### config.mk
export PLATFORM = sky130hd
export DESIGN_NAME = mii_rx_frame_guard
export DESIGN_NICKNAME = d
export VERILOG_FILES = /design/src/rtl/mrfg_pkg.sv /design/src/rtl/mrfg_regs.sv /design/src/rtl/mrfg_track.sv /design/src/rtl/mrfg_pack.sv /design/src/rtl/mii_rx_frame_guard.sv
export SDC_FILE = /design/constraint.sdc
export NUM_CORES = 1
export LEC_CHECK = 0
export ABC_AREA = 1
export ABC_CLOCK_PERIOD_IN_PS = 2100
export BUFFER_PORTS_ARGS = -buffer_cell sky130_fd_sc_hd__buf_2
export CORE_UTILIZATION = 35
export DETAILED_ROUTE_END_ITERATION = 10
export PLACE_DENSITY_LB_ADDON = 0.1
export SYNTH_ARGS = -nofsm -noshare
export SYNTH_HDL_FRONTEND = slang
export SYNTH_SLANG_ARGS = --single-unit
### constraint.sdc
create_clock -name clk -period 2.1 [get_ports clk]
set_input_delay 0.525 -clock clk [delete_from_list [all_inputs] [get_ports clk]]
set_output_delay 0.525 -clock clk [all_outputs]
set_load 0.02 [all_outputs]
### src/rtl/mrfg_pkg.sv
package mrfg_pkg;
   typedef enum logic [1:0] {ST_IDLE, ST_PRE, ST_DATA} trk_st_e;

   localparam int ERR_N         = 4;
   localparam int ERR_PRE_SHORT = 0;
   localparam int ERR_PRE_LONG  = 1;
   localparam int ERR_FRM_SHORT = 2;
   localparam int ERR_FRM_LONG  = 3;

   localparam logic [3:0] NIB_PRE = 4'h5;
   localparam logic [3:0] NIB_SFD = 4'hD;

   localparam int ADDR_CTL  = 0;
   localparam int ADDR_PLIM = 1;
   localparam int ADDR_FLIM = 2;
   localparam int ADDR_ERR  = 3;
endpackage

### src/rtl/mrfg_regs.sv
module mrfg_regs
   import mrfg_pkg::*;
#(
   parameter int DW          = 32,
   parameter int AW          = 2,
   parameter int PMIN_W      = 4,
   parameter int PMAX_W      = 5,
   parameter int LEN_W       = 16,
   parameter int PMIN_RST    = 1,
   parameter int PMAX_RST    = 14,
   parameter int LMIN_RST    = 63,
   parameter int LMAX_RST    = 1521
) (
   input  logic              clk,
   input  logic              rst_n,
   input  logic              wr_en,
   input  logic [AW-1:0]     addr,
   input  logic [DW-1:0]     wdata,
   output logic [DW-1:0]     rdata,
   input  logic [ERR_N-1:0]  err_set,
   output logic              en,
   output logic              strip,
   output logic              swap,
   output logic [PMIN_W-1:0] pre_min,
   output logic [PMAX_W-1:0] pre_max,
   output logic [LEN_W-1:0]  len_min,
   output logic [LEN_W-1:0]  len_max,
   output logic [ERR_N-1:0]  err_q
);
   localparam int HALF = DW / 2;

   if (LEN_W > HALF) begin : g_bad_len
      $error("LEN_W must fit in half a register word");
   end
   if (PMIN_W + PMAX_W > DW) begin : g_bad_pre
      $error("preamble limit fields do not fit");
   end

   logic sel_ctl, sel_plim, sel_flim, sel_err;
   assign sel_ctl  = wr_en && (addr == AW'(ADDR_CTL));
   assign sel_plim = wr_en && (addr == AW'(ADDR_PLIM));
   assign sel_flim = wr_en && (addr == AW'(ADDR_FLIM));
   assign sel_err  = wr_en && (addr == AW'(ADDR_ERR));

   always_ff @(posedge clk or negedge rst_n) begin
      if (!rst_n) begin
         en      <= 1'b0;
         strip   <= 1'b0;
         swap    <= 1'b0;
         pre_min <= PMIN_W'(PMIN_RST);
         pre_max <= PMAX_W'(PMAX_RST);
         len_min <= LEN_W'(LMIN_RST);
         len_max <= LEN_W'(LMAX_RST);
      end else begin
         if (sel_ctl) begin
            en    <= wdata[0];
            strip <= wdata[1];
            swap  <= wdata[2];
         end
         if (sel_plim) begin
            pre_min <= wdata[PMIN_W-1:0];
            pre_max <= wdata[PMIN_W +: PMAX_W];
         end
         if (sel_flim) begin
            len_min <= wdata[LEN_W-1:0];
            len_max <= wdata[HALF +: LEN_W];
         end
      end
   end

   for (genvar i = 0; i < ERR_N; i++) begin : g_flag
      logic clr_hit;
      assign clr_hit = sel_err && wdata[i];
      always_ff @(posedge clk or negedge rst_n) begin
         if (!rst_n)          err_q[i] <= 1'b0;
         else if (err_set[i]) err_q[i] <= 1'b1;
         else if (clr_hit)    err_q[i] <= 1'b0;
      end
      AST_FLAG_STICKY: assert property (@(posedge clk) disable iff (!rst_n)
         (err_q[i] && !clr_hit) |=> err_q[i]);
   end

   always_comb begin
      rdata = '0;
      case (addr)
         AW'(ADDR_CTL):  rdata[2:0] = {swap, strip, en};
         AW'(ADDR_PLIM): begin
            rdata[PMIN_W-1:0]       = pre_min;
            rdata[PMIN_W +: PMAX_W] = pre_max;
         end
         AW'(ADDR_FLIM): begin
            rdata[LEN_W-1:0]     = len_min;
            rdata[HALF +: LEN_W] = len_max;
         end
         AW'(ADDR_ERR):  rdata[ERR_N-1:0] = err_q;
         default:        rdata = '0;
      endcase
   end
endmodule

### src/rtl/mrfg_track.sv
module mrfg_track
   import mrfg_pkg::*;
#(
   parameter int PMIN_W  = 4,
   parameter int PMAX_W  = 5,
   parameter int LEN_W   = 16,
   parameter bit LEN_SAT = 1'b1
) (
   input  logic              clk,
   input  logic              rst_n,
   input  logic              en,
   input  logic              strip,
   input  logic              rx_dv,
   input  logic [3:0]        rx_nib,
   input  logic [PMIN_W-1:0] pre_min,
   input  logic [PMAX_W-1:0] pre_max,
   input  logic [LEN_W-1:0]  len_min,
   input  logic [LEN_W-1:0]  len_max,
   output logic              fwd,
   output logic              first,
   output logic [ERR_N-1:0]  err_set,
   output logic              eof
);
   localparam int PCNT_W = PMAX_W + 1;
   localparam logic [PCNT_W-1:0] P_ONE = PCNT_W'(1);
   localparam logic [LEN_W-1:0]  L_ONE = LEN_W'(1);

   if (PMAX_W < PMIN_W) begin : g_bad_w
      $error("PMAX_W must not be narrower than PMIN_W");
   end

   trk_st_e           st;
   logic [PCNT_W-1:0] cnt, cnt_inc, pcnt, pmin_x, pmax_x;
   logic [3:0]        prev_nib;
   logic [LEN_W-1:0]  len, len_inc;
   logic              dph, act, sfd_hit;

   assign act     = en && rx_dv;
   assign sfd_hit = (st == ST_PRE) && act && (rx_nib == NIB_SFD) && (prev_nib == NIB_PRE);
   assign cnt_inc = (&cnt) ? cnt : cnt + P_ONE;
   assign pcnt    = cnt - P_ONE;
   assign pmin_x  = PCNT_W'(pre_min);
   assign pmax_x  = PCNT_W'(pre_max);

   if (LEN_SAT) begin : g_len_sat
      assign len_inc = (&len) ? len : len + L_ONE;
   end else begin : g_len_wrap
      assign len_inc = len + L_ONE;
   end

   assign fwd   = strip ? (act && st == ST_DATA) : act;
   assign first = strip ? (sfd_hit || !act) : (!act || st == ST_IDLE);

   always_ff @(posedge clk or negedge rst_n) begin
      if (!rst_n) begin
         st       <= ST_IDLE;
         cnt      <= '0;
         prev_nib <= '0;
         len      <= '0;
         dph      <= 1'b0;
         err_set  <= '0;
         eof      <= 1'b0;
      end else begin
         err_set <= '0;
         eof     <= 1'b0;
         if (!en) begin
            st  <= ST_IDLE;
            cnt <= '0;
            len <= '0;
            dph <= 1'b0;
         end else begin
            unique case (st)
               ST_IDLE: if (rx_dv) begin
                  st       <= ST_PRE;
                  cnt      <= P_ONE;
                  prev_nib <= rx_nib;
               end
               ST_PRE: begin
                  if (!rx_dv) begin
                     st <= ST_IDLE;
                     err_set[ERR_PRE_LONG] <= (cnt > pmax_x);
                  end else if (sfd_hit) begin
                     st  <= ST_DATA;
                     len <= '0;
                     dph <= 1'b0;
                     err_set[ERR_PRE_SHORT] <= (pcnt < pmin_x);
                     err_set[ERR_PRE_LONG]  <= (pcnt > pmax_x);
                  end else begin
                     cnt      <= cnt_inc;
                     prev_nib <= rx_nib;
                  end
               end
               ST_DATA: begin
                  if (!rx_dv) begin
                     st  <= ST_IDLE;
                     eof <= 1'b1;
                     err_set[ERR_FRM_SHORT] <= (len < len_min);
                     err_set[ERR_FRM_LONG]  <= (len > len_max);
                  end else begin
                     dph <= ~dph;
                     if (dph) len <= len_inc;
                  end
               end
               default: st <= ST_IDLE;
            endcase
         end
      end
   end

   AST_EOF_SINGLE: assert property (@(posedge clk) disable iff (!rst_n)
      eof |=> !eof);
   AST_EOF_FROM_DATA: assert property (@(posedge clk) disable iff (!rst_n)
      eof |-> $past(st) == ST_DATA);
endmodule

### src/rtl/mrfg_pack.sv
module mrfg_pack #(
   parameter int NIB_W   = 4,
   parameter bit SWAP_EN = 1'b1
) (
   input  logic               clk,
   input  logic               rst_n,
   input  logic               fwd,
   input  logic               first,
   input  logic [NIB_W-1:0]   nib,
   input  logic               swap,
   output logic [2*NIB_W-1:0] out_byte,
   output logic               out_vld,
   output logic [4*NIB_W-1:0] out_word
);
   localparam int BYTE_W = 2 * NIB_W;

   logic [NIB_W-1:0]  lo_q;
   logic [BYTE_W-1:0] prev_q, byte_nx;
   logic              phase;
   logic              swap_eff;

   if (SWAP_EN) begin : g_swap
      assign swap_eff = swap;
   end else begin : g_fixed
      logic unused_swap;
      assign unused_swap = swap;
      assign swap_eff    = 1'b0;
   end

   assign byte_nx = {nib, lo_q};

   always_ff @(posedge clk or negedge rst_n) begin
      if (!rst_n) begin
         lo_q     <= '0;
         prev_q   <= '0;
         phase    <= 1'b0;
         out_byte <= '0;
         out_vld  <= 1'b0;
         out_word <= '0;
      end else begin
         out_vld <= 1'b0;
         if (fwd) begin
            if (first || !phase) begin
               lo_q  <= nib;
               phase <= 1'b1;
               if (first) prev_q <= '0;
            end else begin
               out_byte <= byte_nx;
               out_vld  <= 1'b1;
               out_word <= swap_eff ? {prev_q, byte_nx} : {byte_nx, prev_q};
               prev_q   <= byte_nx;
               phase    <= 1'b0;
            end
         end else if (first) begin
            phase  <= 1'b0;
            prev_q <= '0;
         end
      end
   end

   AST_STROBE_GAP: assert property (@(posedge clk) disable iff (!rst_n)
      out_vld |=> !out_vld);
endmodule

### src/rtl/mii_rx_frame_guard.sv
module mii_rx_frame_guard
   import mrfg_pkg::*;
#(
   parameter int DW     = 32,
   parameter int AW     = 2,
   parameter int PMIN_W = 4,
   parameter int PMAX_W = 5,
   parameter int LEN_W  = 16
) (
   input  logic          clk,
   input  logic          rst_n,
   input  logic          rx_dv,
   input  logic [3:0]    rx_nib,
   input  logic          reg_wr,
   input  logic [AW-1:0] reg_addr,
   input  logic [DW-1:0] reg_wdata,
   output logic [DW-1:0] reg_rdata,
   output logic [7:0]    out_byte,
   output logic          out_byte_vld,
   output logic [15:0]   out_word,
   output logic          out_eof
);
   logic              en, strip, swap, fwd, first;
   logic [PMIN_W-1:0] pre_min;
   logic [PMAX_W-1:0] pre_max;
   logic [LEN_W-1:0]  len_min, len_max;
   logic [ERR_N-1:0]  err_set, err_q;

   mrfg_regs #(.DW(DW), .AW(AW), .PMIN_W(PMIN_W), .PMAX_W(PMAX_W), .LEN_W(LEN_W)) u_regs (
      .clk(clk), .rst_n(rst_n), .wr_en(reg_wr), .addr(reg_addr), .wdata(reg_wdata),
      .rdata(reg_rdata), .err_set(err_set), .en(en), .strip(strip), .swap(swap),
      .pre_min(pre_min), .pre_max(pre_max), .len_min(len_min), .len_max(len_max),
      .err_q(err_q));

   mrfg_track #(.PMIN_W(PMIN_W), .PMAX_W(PMAX_W), .LEN_W(LEN_W)) u_track (
      .clk(clk), .rst_n(rst_n), .en(en), .strip(strip), .rx_dv(rx_dv), .rx_nib(rx_nib),
      .pre_min(pre_min), .pre_max(pre_max), .len_min(len_min), .len_max(len_max),
      .fwd(fwd), .first(first), .err_set(err_set), .eof(out_eof));

   mrfg_pack #(.NIB_W(4)) u_pack (
      .clk(clk), .rst_n(rst_n), .fwd(fwd), .first(first), .nib(rx_nib), .swap(swap),
      .out_byte(out_byte), .out_vld(out_byte_vld), .out_word(out_word));

   AST_QUIET_WHEN_OFF: assert property (@(posedge clk) disable iff (!rst_n)
      !en |=> (!out_byte_vld && !out_eof && err_set == '0));
endmodule

==> impl_metrics.tcl <==
set metrics [dict create \
    slew_viol_final 0 \
    hp-class "input pin to flip-flop" \
    clk_path_buf_depth 2 \
    place_congestion 0.756 \
    worst_pin_slew_ps 399 \
    period_needed_ps 2100 \
    vias_per_cell 4.69 \
    post-route-drc-count 0 \
    hpwl_mm 13.8 \
    cts-root-buf "clkbuf_16" \
    drive_gt1_share_pct 21.1 \
    ys.flop_type "dfrtp_1" \
    final_common_cell "nand2_1" \
    avgSynthCellArea_um2 7.65 \
    final_util_pct 43.7 \
    p_per_area_mw_per_mm2 803 \
    netlist_area_mm2 0.00730 \
    final_cell_mix "nand2_1 (263), inv_1 (130), dfrtp_1 (102), buf_2 (96), nor2_1 (80)" \
    yosys_warnings 0 \
    fill_cells 2128 \
    fin_nets 1162 \
    critPathRequiredTime_ps 1570 \
    syn_to_final_growth_pct 21.9 \
    syn_inst 955 \
    die-area_mm2 0.0215 \
    crit_path_start_kind "input pin" \
    criticalPathCategory "input pin to output pin" \
    synth.ff_latch_count 120 \
    rows 52 \
    grt_overflow 0 \
    synth_edf_count 0 \
    cts_tree "done" \
    cp-end-kind "output pin" \
    period_share_pct 99.9 \
    finClkSkew_ps 7.93 \
    hold_viol 0 \
    first_iter_violations 311 \
    coreArea_mm2 0.0204 \
    rsz0062_at_grt "true" \
    clock_latency_ps 410 \
    start_util_pct 35.9 \
    grt_pass1_vias 6029 \
    numCtsBuffers 17 \
    placed_cells 1318 \
    n_antenna_cell 0 \
    power_leakage_uw 0.00492 \
    peakVddDrop_uv 509 \
    drt_first_pass_iters 5 \
    relSlewSlack_pct 73.2 \
    die_w_um 146 \
    async_flop_share_pct 100 \
    maxCapViolCount 0 \
    grtUsageTotal_pct 18.4 \
    avgRoutedWirePerCell_um 13.9 \
    vias 6340 \
    grt_max_degree 50 \
    crit_arrival_ps 1570 \
    fmax_mhz 477 \
    die_h_um 146 \
    path_max_fanout 7 \
    setup_violations 0 \
    io_pins 100 \
    instances_no_fill 1351 \
    routed_wl_mm 18.7 \
    h-tree-depth 4 \
    ys_seq_area_share_pct 41.4 \
    numPortBuffers 99 \
    clk_pin_slew_ps 50 \
    antenna_found_initial 0 \
    outcome "finished, final reports clean" \
    clock-sinks 120 \
    synth.distinct_cells 43 \
    grt_first_pass_wirelength_mm 31.1 \
    postRouteAntennaNets 0 \
    syn-num-nets 1049 \
]
-- metal layers --
layer,track usage (%),vias up,routed length (µm)
li1,-,3297,-
met1,26.3,2931,9660
met2,28.7,96,8340
met3,2.47,16,526
met4,5.63,0,218
met5,0,-,0
-- power breakdown --
| group | switching, µW | internal, µW | leakage [µW] |
|---|---|---|---|
| logic | 870 | 475 | 0.00310 |
| registers | 193 | 2580 | 0.00153 |
| clock network | 1060 | 1960 | 0.000294 |
| total | 2130 | 5020 | 0.00492 |
-- final timing paths --
check                                   start  cells past startpoint                  to  slack [ps]
max in group asynchronous               rst_n                      3   u_regs.len_max[8]         990
min in group asynchronous               rst_n                      2   u_regs.len_min[6]         480
hold / removal                  reg_wdata[26]                      3  u_regs.len_max[10]         350
setup / recovery                  reg_addr[0]                      7        reg_rdata[0]           3
setup reg to reg               u_track.cnt[0]                     14  u_track.err_set[1]         180
hold reg to reg            u_track.err_set[3]                      2     u_regs.err_q[3]         440
-- cell usage after synthesis, types with 2 or more instances --
cell,instances,area (µm²)
nand2_1,265,995
inv_1,133,499
dfrtp_1,103,2580
nor2_1,81,304
a21oi_1,57,285
ha_1,52,651
nand3_1,49,245
o21ai_0,47,235
nand4_1,34,213
clkbuf_1,21,78.8
dfstp_2,17,447
nand2_2,13,81.3
nor3_1,9,45.0
o211ai_1,9,67.6
inv_2,6,22.5
o21bai_1,6,45.0
buf_6,5,56.3
buf_1,4,15.0
buf_2,4,20.0
xor2_1,4,35.0
a221oi_1,3,26.3
nand2_4,3,33.8
nand3_4,3,52.6
nor3b_1,3,22.5
a21boi_0,2,15.0
a21o_1,2,15.0
nor2_2,2,12.5
nor4_1,2,12.5
or2_2,2,12.5
-- worst max-delay path, cell delays in order --
cell	delay [ps]
buf_2	110
inv_2	50
ha_1	180
buf_4	160
a221oi_1	270
a21oi_1	90
buf_2	170
-- metrics by stage --
step,instance area [µm²],power (µW),hold WS (ps),worst slack [ps],setup TNS (ps)
6_report,8900,7140,350,3.04,0
3_5_place_dp,8250,4160,355,-10.6,-10.6
5_1_grt,8900,7550,345,-34.7,-77.3
2_1_floorplan,7330,3680,229,20.1,0
4_1_cts,8870,7220,341,-2.81,-2.81
3_3_place_gp,8250,4140,358,-6.57,-6.57
-- cell families (layout without fill, tap and decap cells) --
kind of cell,count (synthesis),count (layout),synth area share [%]
and+or+nand+nor,471,471,28.9
buffers and inverters,175,301,9.85
AOI/OAI and AO/OA,131,131,10.2
DFF,120,120,41.4
adders and majority gates,52,52,8.91
xor gates and xnor gates,5,5,0.599
muxes,1,1,0.154
-- repair_timing --
item | 4_1_cts | 5_1_grt
setup endpoints to repair | 1 | 9
resized for setup | 2 | 12
hold endpoints to repair | 2 | 0
setup buffers | 0 | 0
pin swaps | 0 | 1
hold buffers | 1 | 0
-- area by class of cell --
type                    count  area, µm²  area share (%)
inverters                 139        522            5.86
well taps                 270        338            3.80
clock buffers              24        482            5.41
multi-input cells         660       3610            40.6
clock inverters             8        121            1.36
repair buffers            130        801            9.00
flip-flops and latches    120       3030            34.0
-- flip-flops by register name (all words and copies together), names as in the netlist --
register / count
u_pack.prev_q: 8
u_regs.len_max: 16
u_pack.lo_q: 4
u_pack.out_word: 16
u_regs.len_min: 16
u_track.cnt: 6
u_track.len: 16
u_regs.swap: 1
u_pack.out_vld: 1
u_regs.pre_min: 4
u_regs.strip: 1
u_track.st: 2
u_pack.phase: 1
u_track.eof: 1
u_track.err_set: 4
u_track.dph: 1
u_regs.en: 1
u_pack.out_byte: 8
u_regs.err_q: 4
u_regs.pre_max: 5
u_track.prev_nib: 4
(Power assumes the default switching activity.)
